## config.mk

```make
export PLATFORM = sky130hd
export DESIGN_NAME = mem_lane_aligner
export DESIGN_NICKNAME = d
export VERILOG_FILES = /design/src/rtl/lsa_pkg.sv /design/src/rtl/lsa_rst_sync.sv /design/src/rtl/lsa_agen.sv /design/src/rtl/lsa_store_steer.sv /design/src/rtl/lsa_load_extract.sv /design/src/rtl/mem_lane_aligner.sv
export SDC_FILE = /design/constraint.sdc
export NUM_CORES = 1
export LEC_CHECK = 0
export ABC_AREA = 1
export BUFFER_PORTS_ARGS = -buffer_cell sky130_fd_sc_hd__buf_2
export CAP_MARGIN = 15
export CORE_MARGIN = 3
export CORE_UTILIZATION = 52
export CTS_CLUSTER_SIZE = 40
export DETAILED_ROUTE_END_ITERATION = 10
export HOLD_SLACK_MARGIN = 0.12
export PLACE_DENSITY_LB_ADDON = 0.15
export SLEW_MARGIN = 20
export SYNTH_ARGS = -nofsm -noshare
export SYNTH_HDL_FRONTEND = slang
export SYNTH_SLANG_ARGS = --single-unit
```

## constraint.sdc

```tcl
create_clock -name clk -period 4.4 [get_ports clk]
set_input_delay 0.66 -clock clk [delete_from_list [all_inputs] [get_ports clk]]
set_output_delay 0.66 -clock clk [all_outputs]
set_load 0.02 [all_outputs]
```

## src/rtl/lsa_pkg.sv

```systemverilog
package lsa_pkg;
  localparam int unsigned WORD_W = 32;
  localparam int unsigned LANES  = WORD_W / 8;

  typedef enum logic [1:0] {
    SZ_BYTE  = 2'b00,
    SZ_HALF  = 2'b01,
    SZ_WORD  = 2'b10,
    SZ_DWORD = 2'b11
  } acc_size_e;

  typedef enum logic [1:0] {
    ST_IDLE  = 2'b00,
    ST_BEAT0 = 2'b01,
    ST_BEAT1 = 2'b10
  } beat_state_e;
endpackage

```

## src/rtl/lsa_rst_sync.sv

```systemverilog
module lsa_rst_sync (
  input  logic clk,
  input  logic rst_n,
  output logic rst_sync_n
);
  logic [1:0] stage_q;

  always_ff @(posedge clk or negedge rst_n) begin
    if (!rst_n) stage_q <= 2'b00;
    else        stage_q <= {stage_q[0], 1'b1};
  end

  assign rst_sync_n = stage_q[1];
endmodule

```

## src/rtl/lsa_agen.sv

```systemverilog
module lsa_agen
  import lsa_pkg::*;
#(
  parameter int unsigned ADDR_W = 32,
  parameter int unsigned IMM_W  = 13
) (
  input  logic [ADDR_W-1:0] base_i,
  input  logic [ADDR_W-1:0] index_i,
  input  logic [IMM_W-1:0]  imm_i,
  input  logic              use_imm_i,
  input  acc_size_e         size_i,
  input  logic              reg_lsb_i,
  output logic [ADDR_W-1:0] ea_o,
  output logic              fault_o
);
  localparam int unsigned EXT_W = ADDR_W - IMM_W;

  logic [ADDR_W-1:0] offset;

  always_comb begin
    offset = use_imm_i ? {{EXT_W{imm_i[IMM_W-1]}}, imm_i} : index_i;
    ea_o   = base_i + offset;
  end

  always_comb begin
    unique case (size_i)
      SZ_BYTE:  fault_o = 1'b0;
      SZ_HALF:  fault_o = ea_o[0];
      SZ_WORD:  fault_o = |ea_o[1:0];
      default:  fault_o = (|ea_o[2:0]) | reg_lsb_i;
    endcase
  end
endmodule

```

## src/rtl/lsa_store_steer.sv

```systemverilog
module lsa_store_steer
  import lsa_pkg::*;
(
  input  acc_size_e         size_i,
  input  logic [1:0]        ofs_i,
  input  logic [WORD_W-1:0] src_i,
  output logic [LANES-1:0]  be_o,
  output logic [WORD_W-1:0] wdata_o
);
  localparam int unsigned HALVES = LANES / 2;

  logic [WORD_W-1:0] byte_rep;
  logic [WORD_W-1:0] half_rep;

  for (genvar g = 0; g < LANES; g++) begin : g_byte_rep
    assign byte_rep[8*g +: 8] = src_i[7:0];
  end

  for (genvar g = 0; g < HALVES; g++) begin : g_half_rep
    assign half_rep[16*g +: 16] = src_i[15:0];
  end

  always_comb begin
    unique case (size_i)
      SZ_BYTE: begin
        be_o    = LANES'(1) << (~ofs_i);
        wdata_o = byte_rep;
      end
      SZ_HALF: begin
        be_o    = ofs_i[1] ? 4'b0011 : 4'b1100;
        wdata_o = half_rep;
      end
      default: begin
        be_o    = '1;
        wdata_o = src_i;
      end
    endcase
  end
endmodule

```

## src/rtl/lsa_load_extract.sv

```systemverilog
module lsa_load_extract
  import lsa_pkg::*;
(
  input  acc_size_e         size_i,
  input  logic [1:0]        ofs_i,
  input  logic              signed_i,
  input  logic [WORD_W-1:0] rdata_i,
  output logic [WORD_W-1:0] data_o
);
  logic [7:0]  lane [LANES];
  logic [7:0]  bsel;
  logic [15:0] hsel;

  for (genvar g = 0; g < LANES; g++) begin : g_lane
    assign lane[g] = rdata_i[8*g +: 8];
  end

  always_comb begin
    bsel = lane[~ofs_i];
    hsel = ofs_i[1] ? rdata_i[15:0] : rdata_i[31:16];
    unique case (size_i)
      SZ_BYTE: data_o = {{(WORD_W-8){signed_i & bsel[7]}}, bsel};
      SZ_HALF: data_o = {{(WORD_W-16){signed_i & hsel[15]}}, hsel};
      default: data_o = rdata_i;
    endcase
  end
endmodule

```

## src/rtl/mem_lane_aligner.sv

```systemverilog
module mem_lane_aligner
  import lsa_pkg::*;
#(
  parameter int unsigned ADDR_W  = 32,
  parameter int unsigned IMM_W   = 13,
  parameter int unsigned RADDR_W = 5
) (
  input  logic               clk,
  input  logic               rst_n,
  input  logic               req_valid,
  input  logic               req_load,
  input  logic [1:0]         req_size,
  input  logic               req_signed,
  input  logic [ADDR_W-1:0]  req_base,
  input  logic [ADDR_W-1:0]  req_index,
  input  logic [IMM_W-1:0]   req_imm,
  input  logic               req_use_imm,
  input  logic [RADDR_W-1:0] req_reg,
  input  logic [31:0]        req_src,
  input  logic [31:0]        req_src_odd,
  output logic               busy,
  output logic               err,
  output logic               mem_req,
  output logic               mem_we,
  output logic [ADDR_W-1:0]  mem_addr,
  output logic [3:0]         mem_be,
  output logic [31:0]        mem_wdata,
  input  logic [31:0]        mem_rdata,
  output logic               wb_valid,
  output logic [RADDR_W-1:0] wb_reg,
  output logic [31:0]        wb_data
);
  localparam logic [ADDR_W-1:0] BEAT_STEP = ADDR_W'(LANES);

  logic rst_sync_n;

  lsa_rst_sync u_rst (
    .clk        (clk),
    .rst_n      (rst_n),
    .rst_sync_n (rst_sync_n)
  );

  acc_size_e         size_in;
  logic [ADDR_W-1:0] ea;
  logic              fault;

  assign size_in = acc_size_e'(req_size);

  lsa_agen #(.ADDR_W(ADDR_W), .IMM_W(IMM_W)) u_agen (
    .base_i    (req_base),
    .index_i   (req_index),
    .imm_i     (req_imm),
    .use_imm_i (req_use_imm),
    .size_i    (size_in),
    .reg_lsb_i (req_reg[0]),
    .ea_o      (ea),
    .fault_o   (fault)
  );

  beat_state_e       st_q, st_d;
  logic [ADDR_W-1:0] addr_q;
  acc_size_e         size_q;
  logic              sgn_q, load_q, err_q, err_d;
  logic [RADDR_W-1:0] reg_q;
  logic [1:0]        ofs_q;
  logic [31:0]       src_q, src_odd_q;
  logic              accept, cap_en, in_beat1;

  always_comb begin
    accept = req_valid && (st_q == ST_IDLE);
    cap_en = accept && !fault;
    err_d  = accept && fault;
    st_d   = st_q;
    unique case (st_q)
      ST_IDLE:  if (cap_en) st_d = ST_BEAT0;
      ST_BEAT0: st_d = (size_q == SZ_DWORD) ? ST_BEAT1 : ST_IDLE;
      default:  st_d = ST_IDLE;
    endcase
  end

  always_ff @(posedge clk or negedge rst_sync_n) begin
    if (!rst_sync_n) begin
      st_q  <= ST_IDLE;
      err_q <= 1'b0;
    end else begin
      st_q  <= st_d;
      err_q <= err_d;
    end
  end

  always_ff @(posedge clk or negedge rst_sync_n) begin
    if (!rst_sync_n) begin
      addr_q    <= '0;
      size_q    <= SZ_BYTE;
      sgn_q     <= 1'b0;
      load_q    <= 1'b0;
      reg_q     <= '0;
      ofs_q     <= '0;
      src_q     <= '0;
      src_odd_q <= '0;
    end else if (cap_en) begin
      addr_q    <= {ea[ADDR_W-1:2], 2'b00};
      size_q    <= size_in;
      sgn_q     <= req_signed;
      load_q    <= req_load;
      reg_q     <= req_reg;
      ofs_q     <= ea[1:0];
      src_q     <= req_src;
      src_odd_q <= req_src_odd;
    end
  end

  assign in_beat1 = (st_q == ST_BEAT1);

  lsa_store_steer u_steer (
    .size_i  (size_q),
    .ofs_i   (ofs_q),
    .src_i   (in_beat1 ? src_odd_q : src_q),
    .be_o    (mem_be),
    .wdata_o (mem_wdata)
  );

  lsa_load_extract u_extract (
    .size_i   (size_q),
    .ofs_i    (ofs_q),
    .signed_i (sgn_q),
    .rdata_i  (mem_rdata),
    .data_o   (wb_data)
  );

  assign mem_req  = (st_q != ST_IDLE);
  assign busy     = mem_req;
  assign err      = err_q;
  assign mem_we   = mem_req && !load_q;
  assign mem_addr = in_beat1 ? addr_q + BEAT_STEP : addr_q;
  assign wb_valid = mem_req && load_q;
  assign wb_reg   = in_beat1 ? {reg_q[RADDR_W-1:1], 1'b1} : reg_q;
endmodule

```

==> results_dict.tcl, run 1 <==
set metrics [dict create \
    status "completed" \
    synth_top_family_by_area "simple AND/OR/NAND/NOR gates" \
    avgSynthCellArea_sq_um 6.45 \
    synth_commonest_cells "nand2_1, inv_1, dfrtp_1" \
    min_to "u_rst.stage_q[1]" \
    hpwlAfterDp_mm 20.6 \
    post_synth_and_or_nand_nor_area_fraction_pct 35.7 \
    synthCells 1361 \
    p_leak_nw 6.37 \
    fmax_mhz 331 \
    synth_top_cell_by_area "dfrtp_1" \
    setup_tns_ns 0 \
    hp-class "reg2reg" \
    yosysTopAreaCellShare_pct 31.3 \
    vias 9340 \
    ys_ff_latch 110 \
    drt_wl_total_mm 26.1 \
    vias_per_cell 5.05 \
    areaGrowthSynthToFinish_pct 20.5 \
    htree_levels 3 \
    placedCellCount 1831 \
    yosysMostFrequentCell "nand2_1" \
    start_util_pct 54.1 \
    finalHoldViolCount 0 \
    synth-seq-area-share_pct 31.3 \
    grt_pass1_vias 8644 \
    synth_edf_count 0 \
    synthMuxAreaShare_pct 2.34 \
    r2r.worst_path.cells 7 \
    rsz0062_at_grt "no" \
    min_period_ns 3.02 \
    finalSetupViolations 0 \
    r2r_slack_ns 2.56 \
    fp.dieW_um 136 \
    synth_fa_ha_area_share_pct 4.79 \
    postRouteAntennaNets 0 \
    cts_sinks 110 \
    crit_fanout 4 \
    cts_tree "yes" \
    p_per_area_nw_per_um2 480 \
    nNetsFinal 1846 \
    hold_depth 0 \
    arrival_ns 2.36 \
    cp-start-kind "register" \
    post-route-period-util_pct 68.7 \
    stdcell_count 1848 \
    synth_compound_area_share_pct 9.30 \
    antenna_found_initial 1 \
    io_buffers 293 \
    cts_setup_buffers 0 \
    cts-root-buf "clkbuf_16" \
    ys_types 43 \
    wl_per_cell_um 14.1 \
    grtUsageTotal_pct 27.4 \
    dr.pass1.iters 5 \
    tightest_slew_ns 0.979 \
    clock_skew_ns 0.00941 \
    critPathKind "reg2out" \
    rows 46 \
    grt_max_degree 81 \
    ioPinCount 296 \
    clk_pin_slew_ns 0.07 \
    layout-drive-gt1-share_pct 22.3 \
    dieArea_sq_um 18500 \
    die_h_um 136 \
    ys.flop_type "dfrtp_1" \
    async_reset_ff_share_pct 100 \
    worstPathRequired_ns 3.74 \
    synth_xor_area_share_pct 4.39 \
    drtIter0Drc 667 \
    yosysWarnings 0 \
    drc 0 \
    synth_area_leaders "dfrtp_1, nand2_1, inv_1, ha_1, o21ai_0" \
    timing.rr.end "src_odd_q[17]" \
    grt-ovfl-total 0 \
    core_sq_um 16200 \
    maxCapViolCount 0 \
    crit_path_end_kind "output pin" \
    r2r_start "st_q[1]" \
    vdd_drop_max_v 0.000288 \
    num-fill-cells 1589 \
    worstHoldStart "u_rst.stage_q[0]" \
    grt_pass1_wl_mm 40.9 \
    globalplace.congestion 0.921 \
    slew_viol_final 0 \
    clock_latency_ns 0.35 \
    cts_buffers 9 \
    slew-limit-headroom_pct 34.7 \
    n_antenna_cell 0 \
    cts_buffer_depth 2 \
    syn_area_sq_um 8780 \
]
-- layer usage --
layer / up-vias / share of wire, % / track usage (%)
li1: 4745 / - / -
met1: 4211 / 41 / 33.9
met2: 335 / 49 / 49.7
met3: 47 / 6.7 / 3.26
met4: 2 / 2.7 / 9.29
met5: - / 0.050 / 0
-- report_power, final --
group | internal [mW] | switching [mW]
logic | 0.886 | 1.77
registers | 1.33 | 0.262
clock network | 0.450 | 0.383
total | 2.67 | 2.41
-- critical path: stages (launching register included) --
cell     delay, ns
dfrtp_1       0.43
ha_1          0.21
nand3_1       0.09
nor2_2        0.14
nand2_2       0.11
nor2_4        0.13
nand2_2       0.10
nor2_1        0.19
nand4_1       0.13
xnor2_1       0.27
buf_2         0.22
-- kinds of logic after synthesis --
group           count (synthesis)
compound gates                141
mux                            19
xor+xnor                       44
other cells                     2
fa+ha+maj                      33
buf+inv                       239
flops                         110
simple gates                  773
-- flip-flops by register name (all words and copies together), names as in the netlist --
register,cells
addr_q,30
size_q,2
sgn_q,1
st_q,2
u_rst.stage_q,2
load_q,1
reg_q,5
src_q,32
ofs_q,2
err,1
src_odd_q,32
-- through the flow --
stage | setup WS, ns | hold slack (ns) | area (sq um) | util [%] | power [mW]
floorplan | 1.11 | 0.331 | 8790 | - | 3.40
global placement | 1.17 | 0.334 | 10300 | 63.3 | 4.21
detailed placement | 1.09 | 0.337 | 10300 | 63.3 | 4.26
CTS | 1.37 | 0.363 | 10600 | 65.2 | 5.10
global route | 1.20 | 0.373 | 10600 | 65.2 | 5.45
finish | 1.38 | 0.356 | 10600 | 65.2 | 5.08
-- area by class of cell --
cell class	count	area [sq um]	share of cell area, %
clock buffers	9	225	2.13
clock inverters	7	81.3	0.768
flip-flops and latches	110	2760	26.0
multi-input cells	1013	4980	47.1
inverters	190	714	6.75
repair buffers	303	1560	14.7
well taps	216	270	2.55
-- worst max path at each step --
| stage | slack (ns) | cells after the start | startpoint | end |
|---|---|---|---|---|
| finish | 1.38 | 10 | addr_q[2] | mem_addr[20] |
| global route | 1.20 | 13 | req_use_imm | src_odd_q[21] |
| CTS | 1.37 | 10 | addr_q[2] | mem_addr[20] |
| detailed placement | 1.09 | 13 | req_use_imm | src_q[14] |
| global placement | 1.17 | 13 | req_use_imm | src_odd_q[12] |
| floorplan | 1.11 | 0 | u_rst.stage_q[1] | addr_q[10] |
-- cells in the final DEF, fill, tap and decap left out, types with 6 or more instances in the layout --
| cell type | netlist | layout |
|---|---|---|
| nand2_1 | 590 | 589 |
| buf_2 | 13 | 293 |
| inv_1 | 187 | 187 |
| dfrtp_1 | 110 | 109 |
| nor2_1 | 76 | 76 |
| o21ai_0 | 75 | 75 |
| nand3_1 | 63 | 63 |
| ha_1 | 32 | 32 |
| xnor2_1 | 29 | 29 |
| a21oi_1 | 23 | 23 |
| o221ai_1 | 16 | 16 |
| xor2_1 | 15 | 15 |
| mux2_2 | 12 | 12 |
| clkbuf_16 | 0 | 9 |
| o22ai_1 | 8 | 8 |
| nor3_1 | 8 | 8 |
| buf_4 | 7 | 8 |
| nand2_2 | 6 | 7 |
| mux2i_1 | 7 | 7 |
| nand4_1 | 6 | 6 |
| o21ai_2 | 6 | 6 |
-- timing repair --
item	4_1_cts	5_1_grt
hold endpoints to repair	2	0
resized for setup	0	0
hold buffers	1	0
Note: power is estimated with default switching activity, not from simulation.
==> run 2, diff against run 1 <==
==> constraint.sdc (replaced) <==
create_clock -name clk -period 3.1 [get_ports clk]
set_input_delay 0.465 -clock clk [delete_from_list [all_inputs] [get_ports clk]]
set_output_delay 0.465 -clock clk [all_outputs]
set_load 0.02 [all_outputs]
==> run 2 against run 1 <==
Against the previous run: core utilization rose by 0.57 points; clock skew rose by 0.0016 ns; clock power rose by 55%; hold slack got worse by 0.040 ns; via count fell by 1.3%; highest routed layer unchanged.
==> results_dict.tcl, run 2 (synthesis results as in run 1) <==
set metrics [dict create \
    io_buffers 293 \
    topRoutingLayerUsed "met5" \
    grtUsageTotal_pct 27.7 \
    grt_max_degree 112 \
    finalSetupViolations 0 \
    crit_path_end_kind "output pin" \
    slew-limit-headroom_pct 51.1 \
    largestRegisters "src_odd_q (32), src_q (32), addr_q (30)" \
    wl_met1_mm 10.9 \
    num-fill-cells 1621 \
    areaGrowthSynthToFinish_pct 21.6 \
    maxCapViolCount 0 \
    p_seq_share_pct 31.1 \
    p_per_area_nw_per_um2 687 \
    dieArea_sq_um 18500 \
    status "completed" \
    worstPathRequired_ns 2.63 \
    vias 9215 \
    grt_pass1_wl_mm 41.2 \
    setup_tns_ns 0 \
    mostFrequentLayoutCells "nand2_1, buf_2, inv_1" \
    finalHoldViolCount 0 \
    vias_per_cell 4.97 \
    multi_input_area_sq_um 4980 \
    intPower_mw 3.94 \
    core_sq_um 16200 \
    switching_share_pct 46.3 \
    vdd_drop_max_v 0.000351 \
    drtIter0Drc 581 \
    cts_buffer_depth 2 \
    clock_skew_ns 0.0110 \
    slew_viol_final 0 \
    min_period_ns 2.88 \
    rsz0062_at_grt "no" \
    htree_levels 3 \
    crit_fanout 16 \
    antenna_found_initial 1 \
    tightest_slew_ns 0.734 \
    grt-ovfl-total 0 \
    p_comb_share_pct 51.3 \
    final_common_cell "nand2_1" \
    place_ws_ns 0.0372 \
    post-route-period-util_pct 92.9 \
    design_area_sq_um 10700 \
    cp-start-kind "register" \
    hpwlAfterDp_mm 20.8 \
    wl_met2_mm 13.1 \
    placed_area_sq_um 10300 \
    fp.dieW_um 136 \
    setup_ws_ns 0.220 \
    cts_buffers 9 \
    regArea_sq_um 2760 \
    clock_latency_ns 0.35 \
    power.share.clock_pct 17.6 \
    fmax_mhz 347 \
    start_util_pct 54.1 \
    layout-drive-gt1-share_pct 22.4 \
    wl_per_cell_um 14.2 \
    grt_pass1_vias 8645 \
    cts_tree "yes" \
    drc 0 \
    globalplace.congestion 0.874 \
    critPathKind "reg2out" \
    hp-class "in2reg" \
    rows 46 \
    postRouteAntennaNets 0 \
    ioPinCount 296 \
    clk_pin_slew_ns 0.07 \
    dr.pass1.iters 5 \
    power_switching_mw 3.39 \
    arrival_ns 2.41 \
    hold_slack_ns 0.316 \
    nNetsFinal 1850 \
    p_leak_nw 6.41 \
    drt_wl_total_mm 26.3 \
    die_h_um 136 \
    cts_sinks 110 \
    cts-root-buf "clkbuf_16" \
    total_power_mw 7.33 \
    wl_met3_mm 1.69 \
    postCtsResizedCells 0 \
    r2r_slack_ns 1.35 \
]
-- run 2: power by group through the flow --
stage	clock network [mW]	registers, mW	logic (mW)
after floorplan	0	2.20	2.62
after CTS	1.31	2.27	3.77
after global routing	1.37	2.34	4.14
final	1.29	2.28	3.76
after global placement	0	2.28	3.70
after detailed placement	0	2.29	3.75
-- run 2: worst max-delay path, cell delays in order, from the launching register on --
cell and delay [ns]:
dfrtp_1 0.60, nor2_1 0.12, nand2_1 0.32, inv_1 0.10, a22oi_1 0.24, nand2_1 0.10
nand2_2 0.24, o21ai_0 0.16, buf_2 0.20
-- run 2: metrics by stage --
stage / util, % / instances
floorplan: - / 1362
global route: 65.8 / 1852
finish: 65.8 / 1853
global placement: 63.6 / 1835
detailed placement: 63.6 / 1835
CTS: 65.8 / 1852
-- run 2: layer usage --
metal  up-vias  track usage, %
met5         -               0
met4         2            9.07
met3        45            3.22
met2       348            50.4
met1      4063            34.1
li1       4757               -
-- run 2: worst paths after layout --
path / start / end / cells past startpoint
max: size_q[1] / wb_data[25] / 8
min in group asynchronous: u_rst.stage_q[1] / src_q[20] / 0
min reg2reg: u_rst.stage_q[0] / u_rst.stage_q[1] / 0
max in group asynchronous: u_rst.stage_q[1] / addr_q[24] / 1
min: req_src[16] / src_q[16] / 3
max reg2reg: st_q[1] / src_odd_q[15] / 7
-- run 2: final cells by class --
type / instances / share of cell area, %
diodes: 1 / 0.0234
clock buffers: 12 / 2.50
clock inverters: 4 / 0.726
inverters: 190 / 6.69
multi-input cells: 1013 / 46.6
flip-flops and latches: 110 / 25.8
well taps: 216 / 2.53
repair buffers: 307 / 15.1
-- run 2: timing repair --
action | CTS | global route
setup buffers | 0 | 0
hold endpoints to repair | 2 | 0
hold buffers | 1 | 0
